File: src/rtl/blk_copy_engine.sv
module blk_copy_engine #(
  parameter int AW = 16,
  parameter int DW = 8,
  parameter int CW = 16
) (
  input  logic          clk,
  input  logic          rst_n,
  input  logic          start,
  input  logic          rep,
  input  logic          dir,
  input  logic          hold_src,
  input  logic          hold_dst,
  input  logic [AW-1:0] src_in,
  input  logic [AW-1:0] dst_in,
  input  logic [CW-1:0] cnt_in,
  output logic [AW-1:0] mem_addr,
  output logic          mem_rd,
  output logic          mem_wr,
  output logic [DW-1:0] mem_wdata,
  input  logic [DW-1:0] mem_rdata,
  input  logic          mem_ready,
  output logic          busy,
  output logic          done,
  output logic [AW-1:0] src_ptr,
  output logic [AW-1:0] dst_ptr,
  output logic [CW-1:0] count,
  output logic          flag_pv,
  output logic          flag_n,
  output logic          flag_h
);
  typedef enum logic [1:0] {S_IDLE, S_READ, S_WRITE} state_t;

  state_t        st;
  logic [AW-1:0] src_q, dst_q;
  logic [CW-1:0] cnt_q;
  logic [DW-1:0] data_q;
  logic          rep_q, dir_q, hold_src_q, hold_dst_q;
  logic          pv_q, done_q;

  logic [AW-1:0] step;
  logic [CW-1:0] cnt_dec;
  logic          more;

  assign step    = dir_q ? {AW{1'b1}} : AW'(1);
  assign cnt_dec = cnt_q - CW'(1);
  assign more    = |cnt_dec;

  always_ff @(posedge clk or negedge rst_n) begin
    if (!rst_n) begin
      st         <= S_IDLE;
      src_q      <= '0;
      dst_q      <= '0;
      cnt_q      <= '0;
      data_q     <= '0;
      rep_q      <= 1'b0;
      dir_q      <= 1'b0;
      hold_src_q <= 1'b0;
      hold_dst_q <= 1'b0;
      pv_q       <= 1'b0;
      done_q     <= 1'b0;
    end else begin
      done_q <= 1'b0;
      case (st)
        S_IDLE: if (start) begin
          src_q      <= src_in;
          dst_q      <= dst_in;
          cnt_q      <= cnt_in;
          rep_q      <= rep;
          dir_q      <= dir;
          hold_src_q <= hold_src;
          hold_dst_q <= hold_dst;
          st         <= S_READ;
        end
        S_READ: if (mem_ready) begin
          data_q <= mem_rdata;
          st     <= S_WRITE;
        end
        S_WRITE: if (mem_ready) begin
          if (!hold_src_q) src_q <= src_q + step;
          if (!hold_dst_q) dst_q <= dst_q + step;
          cnt_q <= cnt_dec;
          pv_q  <= more;
          if (rep_q && more) begin
            st <= S_READ;
          end else begin
            st     <= S_IDLE;
            done_q <= 1'b1;
          end
        end
        default: st <= S_IDLE;
      endcase
    end
  end

  assign mem_rd    = (st == S_READ);
  assign mem_wr    = (st == S_WRITE);
  assign mem_addr  = (st == S_WRITE) ? dst_q : src_q;
  assign mem_wdata = data_q;
  assign busy      = (st != S_IDLE);
  assign done      = done_q;
  assign src_ptr   = src_q;
  assign dst_ptr   = dst_q;
  assign count     = cnt_q;
  assign flag_pv   = pv_q;
  assign flag_n    = 1'b0;
  assign flag_h    = 1'b0;
endmodule

File: config.mk
export PLATFORM = sky130hd
export DESIGN_NAME = blk_copy_engine
export DESIGN_NICKNAME = d
export VERILOG_FILES = /design/src/rtl/blk_copy_engine.sv
export SDC_FILE = /design/constraint.sdc
export NUM_CORES = 1
export LEC_CHECK = 0
export ABC_AREA = 1
export BUFFER_PORTS_ARGS = -buffer_cell sky130_fd_sc_hd__buf_4
export CORE_AREA = 2 2 123 125
export CTS_BUF_LIST = sky130_fd_sc_hd__clkbuf_4
export CTS_CLUSTER_DIAMETER = 80
export DETAILED_ROUTE_END_ITERATION = 16
export DIE_AREA = 0 0 125 127
export PLACE_DENSITY = 0.68
export SYNTH_ARGS = -nofsm -noshare
export SYNTH_HDL_FRONTEND = slang
export SYNTH_SLANG_ARGS = --single-unit
export TNS_END_PERCENT = 100
File: constraint.sdc
create_clock -name clk -period 3.3 [get_ports clk]
set_input_delay 0.66 -clock clk [delete_from_list [all_inputs] [get_ports clk]]
set_output_delay 0.66 -clock clk [all_outputs]
set_load 0.01 [all_outputs]
==> impl_results.md <==
- Outcome: finished clean
- CP required: between 2 and 3 ns
- Sequential Area: 0.00160 mm^2
- Share of post-route cells with drive strength above 1: 23.7%
- Clock root cell: clkbuf_4
- Filler cells: 1,508
- Nets: between 900 and 1,000
- EDFF count, synth: 0
- CTS Buf Count: 9
- Terminus of the critical flop-to-flop path: dst_ptr[12]$_DFFE_PN0P_
- All-Layer GR Usage: between 10% and 20%
- Skew-Pair Late Insertion Delay: about 0.44 ns
- Fin Setup TNS: 0 ns
- Slowest stage cell, crit path: dfrtp_1
- WS Path Type: flip-flop to output port
- Slew Viols, Final: 0
- Die width: 125 um
- Post-synth ARST share: between 90% and 100%
- Hold Buf Count CTS: 0
- Syn_area_per_cell: ~7.0 um^2
- Clock Tree Buf Depth: 2
- Mapped Cells: 711
- CP bufs+invs: 3
- # IOs: roughly 140
- Final Skew: approximately 0.012 ns
- Finished Cell Area: 0.00632 mm^2
- Setup violations, final: 0
- Slew margin rel.: between 40 and 50%
- Metal2 WL: a little over 7000 um
- Drt pass-1 iters: 6
- Tmin final: approximately 2.6 ns
- Die Y-Extent: roughly 130 um
- DRT iter0 DRCs: approximately 340
- Tcrit/Tclk final: 79.4%
- Antenna viol nets, final: 0
- TritonCTS clock tree: done
- Worst Path Arrival: about 2 ns
- Remaining DRCs: 0
- R2r setup slk: roughly 0.89 ns
- Vias in the first global route: 4,846
- Instance count on the critical path: 6
- Crit path cell chain: inv_2, nor2_4, buf_4, nand2_1, o21ai_0, buf_4
- Max Freq: 0.382 GHz
- Sequential-to-total area share from yosys stat: 32.1%
- Synthesis-to-finish area growth: 26.7%
- Met1 wire length: between 7000 and 8000 um
- Cts repair resizes: 0
- Worst-path clk slew: roughly 0.13 ns
- DR top layer: met4
- Initial antenna violation count: 1
- Core Region: between 0.01 and 0.015 mm^2
- Most used cell, CP: buf_4
- Ys Warns: 0
- CP top delay family: buffers and inverters
- Flip-flop and latch count after synthesis: 64
- Met3 WL post-DR: roughly 450 um
- R2R depth: 13
- Worst R2R Start: dir_q$_DFFE_PN0P_
- Setup crit end kind: output port
- Peak VDD IR: about 0.00042 V
- Final worst-path setup slack: roughly 0.68 ns
- Hold WS: 0.303 ns
- PD cells: between 1000 and 1500 mW/mm^2
- Final hold viol count: 0
- Global-route wire length before repair: 24,700 um
- Via Count: between 5,000 and 6,000
- Startpoint Class: flip-flop
- Main synth FF type: dfrtp_1
- WL final: ~16,000 um
- RSZ-0062 raised after global routing: no
- Hold Crit Class: input pin to asynchronous set/reset pin
- Multi-input logic area: 0.00303 mm^2
- Via/cell ratio: ~5
- # rows: between 40 and 50
- Slowest stage delay, CP: between 0.4 and 0.5 ns
- Clock sink count: 64
- Die area: 0.0159 mm^2
- Netlist Area Pre-Place: around 0.005 mm^2
- WL/cell: about 15 um
- Largest net degree at the start of global routing: 65
- Final core utilization: a little over two fifths
- Total congestion overflow: 0
- Post-DP HPWL: between 10,000 and 15,000 um
- Slew @ Worst Pin: around 0.86 ns
- Setup bufs post-CTS: 0
- H-tree depth: 3
- Synth unique cells: 41
- I/O Buffers: 140
- CP max FO: 43
- Pre-CTS WS: about 0.94 ns
- Gpl congestion: a little under 0.9
- Placement Cell Area: between 0.006 and 0.007 mm^2
- Leak pwr: approximately 3.1 nW
- Initial Utilization: approximately 35%
- Max Cap Violations: 0
## logic make-up (layout without fill, tap and decap cells)
kind of cell | Yosys count | in the layout | synth area share, %
DFF | 64 | 64 | 32.1
buffers and inverters | 85 | 222 | 7.27
AOI/OAI and AO/OA | 151 | 151 | 16.8
muxes | 11 | 11 | 2.48
xor gates and xnor gates | 15 | 15 | 2.63
and+or+nand+nor | 352 | 352 | 30.3
other | 1 | 3 | 0.0752
adders and majority gates | 32 | 32 | 8.33
## cells in the mapped netlist, drive strengths merged, types with 8 or more instances
cell    number  area (um^2)
nand3       39          200
dfrtp       64         1600
buf         15         95.1
clkbuf       8         30.0
o22ai       13         81.3
mux2        11          124
ha          30          375
nor2       102          438
a21oi       51          274
o211ai       9         67.6
xor2         8         70.1
inv         61          234
nand2      194          769
o21ai       66          330
## where the power goes
group / switching (W) / internal [W]
clock network: 0.000352 / 0.000230
logic: 0.00321 / 0.00220
registers: 0.000473 / 0.00118
## per-layer routing
metal | vias up | track usage (%)
li1 | 2620 | -
met1 | 2409 | 26.4
met2 | 101 | 30.8
met4 | 0 | 7.91
met5 | - | 0
met3 | 25 | 2.51
## flip-flops by register name, summed over array words and instances, names as in the netlist
| signal | count |
|---|---|
| count | 16 |
| rep_q | 1 |
| dst_ptr | 16 |
| st | 2 |
| hold_dst_q | 1 |
| hold_src_q | 1 |
| done | 1 |
| flag_pv | 1 |
| mem_wdata | 8 |
| dir_q | 1 |
| src_ptr | 16 |
## worst max-delay path by stage
stage                      startpoint                      end
floorplan           dir_q$_DFFE_PN0P_  dst_ptr[12]$_DFFE_PN0P_
global placement    dir_q$_DFFE_PN0P_  dst_ptr[12]$_DFFE_PN0P_
detailed placement  dir_q$_DFFE_PN0P_  dst_ptr[12]$_DFFE_PN0P_
CTS                 st[1]$_DFFE_PN0P_              mem_addr[3]
global route        st[1]$_DFFE_PN0P_              mem_addr[3]
finish              st[1]$_DFFE_PN0P_              mem_addr[2]
## cell type report
| class | count | area share, % |
|---|---|---|
| well taps | 184 | 3.64 |
| multi-input cells | 563 | 47.9 |
| clock buffers | 9 | 1.07 |
| flip-flops and latches | 64 | 25.3 |
| repair buffers | 144 | 17.1 |
| clock inverters | 7 | 1.15 |
| diodes | 1 | 0.0396 |
| inverters | 62 | 3.76 |
## placed cells by master (no fill, tap or decap), types with 8 or more instances in the layout
master and n:
inv_1 56, xor2_1 8, o22ai_1 13, nor2_1 88
mux2_2 11, o21ai_0 57, ha_1 30, nand3_1 38
nor2_2 10, a21oi_1 46, dfrtp_1 64, o211ai_1 9
nand2_1 189, o21ai_1 9, buf_4 144, clkbuf_4 9
## stage by stage
stage,cells,total power [W]
floorplan,712,0.00528
global placement,1017,0.00699
detailed placement,1017,0.00704
CTS,1033,0.00764
global route,1034,0.00841
finish,1034,0.00764
Power figures use the tool's default switching activity.
